### config.mk
export PLATFORM = sky130hd
export DESIGN_NAME = spi_slave_engine
export DESIGN_NICKNAME = d
export VERILOG_FILES = /design/src/rtl/spi_slv_pkg.sv /design/src/rtl/spi_slv_sync.sv /design/src/rtl/spi_slv_fifo.sv /design/src/rtl/spi_slv_core.sv /design/src/rtl/spi_slave_engine.sv
export SDC_FILE = /design/constraint.sdc
export NUM_CORES = 1
export LEC_CHECK = 0
export ABC_AREA = 1
export CAP_MARGIN = 10
export CORE_MARGIN = 4
export CORE_UTILIZATION = 27
export CTS_BUF_LIST = sky130_fd_sc_hd__clkbuf_4
export DETAILED_ROUTE_END_ITERATION = 7
export DONT_BUFFER_PORTS = 1
export GPL_ROUTABILITY_DRIVEN = 0
export PLACE_DENSITY = 0.52
export SYNTH_ARGS = -nofsm -noshare
export SYNTH_HDL_FRONTEND = slang
export SYNTH_SLANG_ARGS = --single-unit
### constraint.sdc
create_clock -name clk -period 2.6 [get_ports clk]
set_input_delay 0.78 -clock clk [delete_from_list [all_inputs] [get_ports clk]]
set_output_delay 0.78 -clock clk [all_outputs]
set_load 0.05 [all_outputs]
### src/rtl/spi_slv_pkg.sv
package spi_slv_pkg;

  typedef struct packed {
    logic cpol;
    logic cpha;
  } spi_mode_t;

  // code bit 0 is the idle clock level, bit 1 the phase
  function automatic spi_mode_t decode_mode(input logic [1:0] code);
    spi_mode_t m;
    m.cpol = code[0];
    m.cpha = code[1];
    return m;
  endfunction

endpackage

### src/rtl/spi_slv_sync.sv
module spi_slv_sync #(
  parameter int               WIDTH   = 3,
  parameter int               STAGES  = 2,
  parameter logic [WIDTH-1:0] RST_VAL = '0
) (
  input  logic             clk,
  input  logic             rst_n,
  input  logic [WIDTH-1:0] d,
  output logic [WIDTH-1:0] q
);

  logic [WIDTH-1:0] stg [STAGES];

  generate
    for (genvar s = 0; s < STAGES; s++) begin : g_stage
      if (s == 0) begin : g_first
        always_ff @(posedge clk or negedge rst_n) begin
          if (!rst_n) stg[0] <= RST_VAL;
          else        stg[0] <= d;
        end
      end else begin : g_next
        always_ff @(posedge clk or negedge rst_n) begin
          if (!rst_n) stg[s] <= RST_VAL;
          else        stg[s] <= stg[s-1];
        end
      end
    end
  endgenerate

  assign q = stg[STAGES-1];

endmodule

### src/rtl/spi_slv_fifo.sv
module spi_slv_fifo #(
  parameter int W     = 8,
  parameter int DEPTH = 8,
  localparam int AW   = (DEPTH > 1) ? $clog2(DEPTH) : 1,
  localparam int CW   = $clog2(DEPTH + 1)
) (
  input  logic          clk,
  input  logic          rst_n,
  input  logic          in_valid,
  input  logic [W-1:0]  in_data,
  output logic          in_ready,
  output logic          out_valid,
  output logic [W-1:0]  out_data,
  input  logic          out_ready,
  output logic [CW-1:0] level
);

  logic [W-1:0]  mem [DEPTH];
  logic [AW-1:0] wp, rp;
  logic [CW-1:0] cnt;
  logic          push, pop;

  function automatic logic [AW-1:0] bump(input logic [AW-1:0] p);
    return (p == AW'(DEPTH - 1)) ? '0 : p + 1'b1;
  endfunction

  assign in_ready  = (cnt != CW'(DEPTH));
  assign out_valid = (cnt != '0);
  assign out_data  = mem[rp];
  assign push      = in_valid & in_ready;
  assign pop       = out_valid & out_ready;
  assign level     = cnt;

  always_ff @(posedge clk) begin
    if (push) mem[wp] <= in_data;
  end

  always_ff @(posedge clk or negedge rst_n) begin
    if (!rst_n) begin
      wp  <= '0;
      rp  <= '0;
      cnt <= '0;
    end else begin
      if (push) wp <= bump(wp);
      if (pop)  rp <= bump(rp);
      case ({push, pop})
        2'b10:   cnt <= cnt + 1'b1;
        2'b01:   cnt <= cnt - 1'b1;
        default: cnt <= cnt;
      endcase
    end
  end

  assert_no_overflow_R8: assert property (@(posedge clk) disable iff (!rst_n)
    cnt <= CW'(DEPTH));

  assert_head_hold_R11: assert property (@(posedge clk) disable iff (!rst_n)
    (out_valid && !out_ready) |=> (out_valid && $stable(out_data)));

endmodule

### src/rtl/spi_slv_core.sv
module spi_slv_core
  import spi_slv_pkg::*;
#(
  parameter int W  = 8,
  localparam int BW = $clog2(W)
) (
  input  logic          clk,
  input  logic          rst_n,
  input  logic          sclk_s,
  input  logic          ss_n_s,
  input  logic          mosi_s,
  input  logic [1:0]    cfg_mode,
  input  logic [BW-1:0] cfg_bits_m1,
  input  logic [W-1:0]  cfg_dummy,
  input  logic          txq_valid,
  input  logic [W-1:0]  txq_data,
  output logic          txq_pop,
  output logic          rxq_push,
  output logic [W-1:0]  rxq_data,
  input  logic          rxq_ready,
  output logic          miso,
  output logic          miso_oe,
  output logic          done,
  output logic          underrun,
  output logic          overflow
);

  spi_mode_t     md;
  logic          sclk_q, ss_q;
  logic          ss_act, start, stop, moved, lead, trail, smp, shf, take;
  logic [W-1:0]  tx_sh, rx_sh, fetched, rx_next;
  logic [BW-1:0] tx_pos, rx_pos;
  logic          pending;

  assign md = decode_mode(cfg_mode);

  always_ff @(posedge clk or negedge rst_n) begin
    if (!rst_n) begin
      sclk_q <= 1'b0;
      ss_q   <= 1'b1;
    end else begin
      sclk_q <= sclk_s;
      ss_q   <= ss_n_s;
    end
  end

  assign ss_act  = ~ss_n_s;
  assign start   = ss_q & ~ss_n_s;
  assign stop    = ~ss_q & ss_n_s;
  assign moved   = ss_act & (sclk_s != sclk_q);
  assign lead    = moved & (sclk_s != md.cpol);
  assign trail   = moved & (sclk_s == md.cpol);
  assign smp     = md.cpha ? trail : lead;
  assign shf     = md.cpha ? lead : trail;

  // a character is committed when its first bit is clocked
  assign fetched = txq_valid ? txq_data : cfg_dummy;
  assign take    = pending & (md.cpha ? shf : smp);
  assign txq_pop = take & txq_valid;
  assign miso    = (pending & ~md.cpha) ? fetched[cfg_bits_m1] : tx_sh[cfg_bits_m1];
  assign miso_oe = ss_act;

  always_ff @(posedge clk or negedge rst_n) begin
    if (!rst_n) begin
      tx_sh    <= '0;
      tx_pos   <= '0;
      pending  <= 1'b0;
      underrun <= 1'b0;
    end else if (start) begin
      tx_pos   <= '0;
      pending  <= 1'b1;
      underrun <= 1'b0;
    end else begin
      if (take) underrun <= underrun | ~txq_valid;
      if (md.cpha) begin
        if (shf) begin
          tx_sh <= pending ? fetched : (tx_sh << 1);
          if (tx_pos == cfg_bits_m1) begin
            tx_pos  <= '0;
            pending <= 1'b1;
          end else begin
            tx_pos  <= tx_pos + 1'b1;
            pending <= 1'b0;
          end
        end
      end else begin
        if (smp && pending) begin
          tx_sh   <= fetched;
          pending <= 1'b0;
        end
        if (shf) begin
          if (tx_pos == cfg_bits_m1) begin
            tx_pos  <= '0;
            pending <= 1'b1;
          end else begin
            tx_sh  <= tx_sh << 1;
            tx_pos <= tx_pos + 1'b1;
          end
        end
      end
    end
  end

  assign rx_next = {rx_sh[W-2:0], mosi_s};

  always_ff @(posedge clk or negedge rst_n) begin
    if (!rst_n) begin
      rx_sh    <= '0;
      rx_pos   <= '0;
      rxq_push <= 1'b0;
      rxq_data <= '0;
      overflow <= 1'b0;
      done     <= 1'b0;
    end else begin
      done     <= stop;
      rxq_push <= 1'b0;
      if (start) begin
        rx_sh    <= '0;
        rx_pos   <= '0;
        overflow <= 1'b0;
      end else begin
        if (rxq_push && !rxq_ready) overflow <= 1'b1;
        if (smp) begin
          if (rx_pos == cfg_bits_m1) begin
            rxq_push <= 1'b1;
            rxq_data <= rx_next;
            rx_sh    <= '0;
            rx_pos   <= '0;
          end else begin
            rx_sh  <= rx_next;
            rx_pos <= rx_pos + 1'b1;
          end
        end
      end
    end
  end

  assert_done_pulse_R7: assert property (@(posedge clk) disable iff (!rst_n)
    done |=> !done);

  assert_done_idle_R9: assert property (@(posedge clk) disable iff (!rst_n)
    done |-> !miso_oe);

  assert_push_in_xfer_R5: assert property (@(posedge clk) disable iff (!rst_n)
    rxq_push |-> miso_oe);

  assert_underrun_in_xfer_R4: assert property (@(posedge clk) disable iff (!rst_n)
    $rose(underrun) |-> $past(miso_oe));

endmodule

### src/rtl/spi_slave_engine.sv
module spi_slave_engine #(
  parameter int  W     = 8,
  parameter int  DEPTH = 8,
  localparam int BW    = $clog2(W),
  localparam int CW    = $clog2(DEPTH + 1)
) (
  input  logic          clk,
  input  logic          rst_n,
  input  logic [1:0]    cfg_mode,
  input  logic [BW-1:0] cfg_bits_m1,
  input  logic [W-1:0]  cfg_dummy,
  input  logic [CW-1:0] cfg_tx_thresh,
  input  logic [CW-1:0] cfg_rx_thresh,
  input  logic          tx_valid,
  input  logic [W-1:0]  tx_data,
  output logic          tx_ready,
  output logic          rx_valid,
  output logic [W-1:0]  rx_data,
  input  logic          rx_ready,
  input  logic          sclk,
  input  logic          ss_n,
  input  logic          mosi,
  output logic          miso,
  output logic          miso_oe,
  output logic          xfer_done,
  output logic          tx_thresh_hit,
  output logic          rx_thresh_hit,
  output logic          tx_underrun,
  output logic          rx_overflow
);

  logic [2:0]    pins_s;
  logic          txq_valid, txq_pop, rxq_push, rxq_ready;
  logic [W-1:0]  txq_data, rxq_data;
  logic [CW-1:0] tx_lvl, rx_lvl;

  spi_slv_sync #(.WIDTH(3), .STAGES(2), .RST_VAL(3'b010)) u_sync (
    .clk(clk), .rst_n(rst_n), .d({sclk, ss_n, mosi}), .q(pins_s)
  );

  spi_slv_fifo #(.W(W), .DEPTH(DEPTH)) u_txq (
    .clk(clk), .rst_n(rst_n),
    .in_valid(tx_valid), .in_data(tx_data), .in_ready(tx_ready),
    .out_valid(txq_valid), .out_data(txq_data), .out_ready(txq_pop),
    .level(tx_lvl)
  );

  spi_slv_fifo #(.W(W), .DEPTH(DEPTH)) u_rxq (
    .clk(clk), .rst_n(rst_n),
    .in_valid(rxq_push), .in_data(rxq_data), .in_ready(rxq_ready),
    .out_valid(rx_valid), .out_data(rx_data), .out_ready(rx_ready),
    .level(rx_lvl)
  );

  spi_slv_core #(.W(W)) u_core (
    .clk(clk), .rst_n(rst_n),
    .sclk_s(pins_s[2]), .ss_n_s(pins_s[1]), .mosi_s(pins_s[0]),
    .cfg_mode(cfg_mode), .cfg_bits_m1(cfg_bits_m1), .cfg_dummy(cfg_dummy),
    .txq_valid(txq_valid), .txq_data(txq_data), .txq_pop(txq_pop),
    .rxq_push(rxq_push), .rxq_data(rxq_data), .rxq_ready(rxq_ready),
    .miso(miso), .miso_oe(miso_oe), .done(xfer_done),
    .underrun(tx_underrun), .overflow(rx_overflow)
  );

  assign tx_thresh_hit = (tx_lvl <= cfg_tx_thresh);
  assign rx_thresh_hit = (rx_lvl > cfg_rx_thresh);

  assert_ovf_when_full_R8: assert property (@(posedge clk) disable iff (!rst_n)
    $rose(rx_overflow) |-> ($past(rx_lvl) == CW'(DEPTH)));

  assert_no_pop_empty_R3: assert property (@(posedge clk) disable iff (!rst_n)
    $rose(tx_underrun) |-> ($past(tx_lvl) == '0));

endmodule

### After elaboration in Yosys (flattened, before gate mapping)

Memory sizes are Yosys's and may differ from the RTL's.
Index checks and enable logic that the tools add are counted.

* add/subtract/negate cells: 10
* $lt $le $gt $ge: 3
* eq/ne operators: 17
* muxes and demuxes: 48
* bitwise operators: 18
* reductions and logical operators: 13

Operators by type and width (count)
* $mux W8: 7
* $mux W3: 10
* $mux W1: 24
* $mux W7: 3
* $add A3 B1 Y3 const B: 6
* $pmux W4 S2: 2
* $and A1 B1 Y1: 12
* $eq A3 B3 Y1 const B: 4
* $reduce_bool A2 Y1: 6
* $add A4 B1 Y4 const B: 2
* $ne A4 B4 Y1 const B: 2
* $reduce_bool A4 Y1: 2
* $sub A4 B1 Y4 const B: 2
* $bmux W1 S3: 2
* $eq A3 B3 Y1: 2
* $not A1 Y1: 5
* $eq A2 B1 Y1 const B: 2
* $eq A2 B2 Y1 const B: 2
* $gt A4 B4 Y1: 1
* $le A4 B4 Y1: 1
* $lt A3 B4 Y1 const B: 1
* $ne A3 B1 Y1 const B: 1
* $reduce_and A3 Y1: 1
* $logic_and A1 B1 Y1: 2
* other kinds (6): 7

* register bits after elaboration: 62
* RAM bits: 128
* input port bits: 36
* output and inout bits: 17
* logic and storage cells: 131
* memories: 2

Memories
* u_rxq.mem: words 8, width 8, read ports 1, clocked after Yosys merged registers in 0, write ports 1, line spi_slv_fifo.sv:18 `logic [W-1:0] mem [DEPTH];`
* u_txq.mem: words 8, width 8, read ports 1, clocked after Yosys merged registers in 0, write ports 1, line spi_slv_fifo.sv:18

### Longest topological paths before layout

* depth in word-level cells: 10
* gate-level depth with buffers: 16
* depth with buffers taken out: 16

### Modules after synthesis

A second synthesis with hierarchy kept.

* cells, all modules: 1059
* area, all modules: 9386.5 um^2

By module, submodules not included
* spi_slv_fifo at u_rxq: instances 1, cells an instance 362, area an instance 3423.3 um^2, sequential area each 2172.1 um^2
* spi_slv_fifo at u_txq: instances 1, cells an instance 361, area an instance 3422.0 um^2, sequential area each 2172.1 um^2
* spi_slv_core: instances 1, cells an instance 291, area an instance 2152.1 um^2, sequential area each 902.1 um^2
* spi_slave_engine: instances 1, cells an instance 36, area an instance 214.0 um^2, sequential area each 0.0 um^2
* spi_slv_sync: instances 1, cells an instance 9, area an instance 175.2 um^2, sequential area each 152.6 um^2

### Worst setup path before layout

No wires, ideal clock.

* path type: input -> output
* start: in cfg_tx_thresh[3]
* end: out tx_thresh_hit
* arrival time: 2235 ps
* data required time: 1820 ps
* path slack: -415 ps
* stages on the path: 4
* cell sequence: inv_1 ha_1 nand2_1 o21ai_0

* longest elaborated chain between the ends: 1

Ends and longest elaborated chain
* from (decl): line spi_slave_engine.sv:12 `input logic [CW-1:0] cfg_tx_thresh,`
* $le A4 B4 Y1: line spi_slave_engine.sv:65 `assign tx_thresh_hit = (tx_lvl <= cfg_tx_thresh);`
* to (decl): line spi_slave_engine.sv:26 `output logic tx_thresh_hit,`

Every way passes these cells.

### Worst setup path after layout

* start: reg u_txq.rp[0]
* end: out miso

* longest elaborated chain between the ends: 5

Ends and longest elaborated chain
* from (decl): line spi_slv_fifo.sv:19 `logic [AW-1:0] wp, rp;`
* from (signal assigned): line spi_slv_fifo.sv:45 `if (pop) rp <= bump(rp);`
* $mem_v2 Z8 W8
* $mux W8: line spi_slv_core.sv:57 `assign fetched = txq_valid ? txq_data : cfg_dummy;`
* $bmux W1 S3: line spi_slv_core.sv:60 `assign miso = (pending & ~md.cpha) ? fetched[cfg_bits_m1] : tx_sh[cfg_bits_m1];`
* $mux W1 (not written as such): line spi_slv_core.sv:60
* $mux W1: line spi_slv_core.sv:60
* to (decl): line spi_slave_engine.sv:23 `output logic miso,`

Every way passes these cells. The select of a mux whose other input is x is not followed.

==> flow_summary.yaml <==
die:
  std_cell_rows: 65
  die_h_microns: 187.9
  die_area_sq_mm: 0.03529
  die_w_microns: 187.9
  start_util_pct: 27.53
  io-pin-count: 53
  coreArea_sq_mm: 0.03172
critical_path:
  endpoint_kind: "output port"
  critical_path_class: "reg -> out"
  start_kind: "flip-flop"
  cp_max_fo: 6
  crit_required_ns: 1.82
  worst_ep_arrival_time_ns: 2.30
grt:
  grt_pass1_vias: 6231
  track_usage_pct: 11.91
  overflow: 0
  antenna_found_initial: 3
  grt_pass1_wl_microns: 33440
  grt_max_degree: 63
placement:
  dpl_cell_area_sq_mm: 0.009796
  dpl.hpwl_microns: 13420
  io_buffers: 0
  pre_cts_slack_ns: -0.03158
cells_and_area:
  drive_gt1_share_pct: 24.10
  final_cell_area_sq_mm: 0.01098
  final_cell_mix: "nand2_1 (166), edfxtp_1 (128), nor2_1 (108)"
  nets: 1019
  area_growth_pct: 25.67
  utilization_pct: 34.60
  final_common_cell: "nand2_1"
hold_path:
  hold_class: "in -> reg"
sta:
  finalHoldViolations: 0
  finClkSkew_ns: 0.03864
  fin_setup_tns_ns: -2.503
  finalCriticalPeriod_ns: 3.083
  final-setup-viol-count: 11
  drv_slew: 0
  final.period_utilization_pct: 118.6
  rsz0062_at_grt: "true"
  max_slew.worst_pin.slew_ns: 0.5507
  fin_ws_ns: -0.4831
  fmax_mhz: 324.3
  max_slew_margin_pct: 63.29
run_status:
  outcome: "finished with violations"
  violations: "setup timing"
run:
  maxCapViolations: 0
clocking:
  cts_root_buffer: "clkbuf_4"
  htreeDepth: 4
  insertion_delay_ns: 0.60
  cts_buffers: 17
  cts_buffer_depth: 2
  path_clk_slew_ns: 0.19
  clock_sinks: 190
  cts_tree: "done"
power:
  p_leak_nw: 4.483
  ir_drop_mv: 0.5701
  total_power_w: 0.01171
  p_per_area_mw_per_mm2: 1066
logic_synthesis:
  synth_seq_cells: 190
  yosys_most_used_dff: "edfxtp_1"
  netlist.area_leader.share_pct: 44.01
  ys_seq_area_share_pct: 61.82
  synthTopCellsByArea: "edfxtp_1 (44%), dfrtp_1 (17%), nand2_1 (7.3%), nor2_1 (5.5%), o21ai_0 (4.2%)"
  yosys_warnings: 0
  yosysTopAreaCell: "edfxtp_1"
  synth_edf_count: 128
  netlist_area_sq_mm: 0.008733
  synthCells: 879
  syn-num-nets: 940
  synth_area_per_cell_sq_um: 9.936
  async_flop_share_pct: 32.63
  ys_types: 37
detailed_routing:
  num_vias: 6279
  viasPerCell: 4.570
  drt-initial-drc-count: 381
  post-route-drc-count: 0
  drt_first_pass_iters: 5
  drtAntennaViolNets: 0
  drt-total-wl_microns: 20820
  wire_per_inst_microns: 15.15
## worst paths after layout
check | start | to | slack (ns) | cells past startpoint
hold / removal | ss_n | u_sync.stg[4] | 0.15 | 0
min in group asynchronous | rst_n | u_core.tx_pos[1] | 0.72 | 2
max in group asynchronous | rst_n | u_txq.rp[0] | 1.58 | 2
setup reg to reg | u_rxq.level[2] | u_rxq.level[3] | 0.19 | 15
setup / recovery | u_txq.rp[0] | miso | -0.48 | 13
hold reg to reg | u_sync.stg[4] | u_sync.q[1] | 0.37 | 0
## through the flow
step / std cells / hold WS, ns
final: 1374 / 0.1484
after floorplan: 879 / 0.3312
after CTS: 1369 / 0.08212
after detailed placement: 1315 / 0.3396
after global placement: 1315 / 0.3340
after global routing: 1373 / 0.06766
## power breakdown
part	internal (W)	switching, W
combinational	0.00270	0.00339
sequential	0.00367	0.000315
clock	0.000443	0.00119
total	0.00681	0.00490
## critical path, cell delays in order (launching register included)
cell	delay [ns]
dfrtp_2	0.49
buf_8	0.16
buf_16	0.14
nor2_1	0.10
nor2_1	0.04
nand2_1	0.06
nand3_1	0.08
nand3_2	0.11
nand3_2	0.07
nand3_2	0.09
nand3_2	0.08
nand3_2	0.08
nand2_2	0.07
buf_12	0.15
## flip-flops by register name, indices dropped and copies added, names as in the netlist, 3 cells and up
signal,flops
u_txq.rp,3
u_core.rx_pos,3
u_core.rx_sh,7
u_sync.q,3
u_rxq.wp,3
u_txq.wp,3
u_rxq.mem,64
u_core.tx_pos,3
u_rxq.rp,3
u_txq.level,4
u_sync.stg,3
u_core.rxq_data,8
u_txq.mem,64
u_core.tx_sh,8
u_rxq.level,4
## kinds of logic (layout without fill, tap and decap cells)
family,count (synthesis),after routing,share of synthesized area [%]
AO/OA/AOI/OAI,146,146,9.413
XOR/XNOR,15,15,1.504
adder cells (fa/ha/maj),25,25,3.668
buffers and inverters,128,220,5.831
flip-flops,190,190,61.82
other,0,1,0
AND/OR/NAND/NOR,375,375,17.77
## layer usage
layer  track usage, %  vias up  wire, microns
li1                 -     3113              -
met1            14.58     2992           8868
met2            20.11      120          10400
met3            3.090       48            912
met4            4.743        6            592
met5                0        -             47
## layout make-up
class                           instances  area (sq um)
Tap cell                              402         503.0
Clock inverter                         15         167.7
Antenna cell                            1         2.502
Timing Repair Buffer                   87          1086
Sequential cell                       190          5400
Inverter                              101         384.1
Fill cell                            3173         20740
Multi-Input combinational cell        561          3304
Clock buffer                           17         127.6
## what timing repair did
action                     CTS  global route
gates resized for setup     96            54
pin swaps                   33            27
setup endpoints to repair   11            14
gates cloned                 8             1
setup buffers               12             6
hold buffers                 2             0
hold endpoints to repair    62             0
## synthesized netlist by cell type, types with 2 or more instances
library cell and number:
nand2_1 169, a21oi_1 24, xnor2_1 13, clkinv_1 3, ha_1 24, o21ai_1 2
a211oi_1 2, dfstp_2 3, inv_2 6, o21ai_2 8, nor2_1 128, edfxtp_1 128
dfrtp_1 59, or2_2 2, clkbuf_1 15, xor2_1 2, nand3_1 66, nand2_2 3
nor3_4 2, o22ai_1 18, buf_4 3, a31oi_1 12, buf_2 8, o21ai_0 74
inv_1 92, nand4_1 2
No activity file was read; power rests on OpenSTA's default activity.
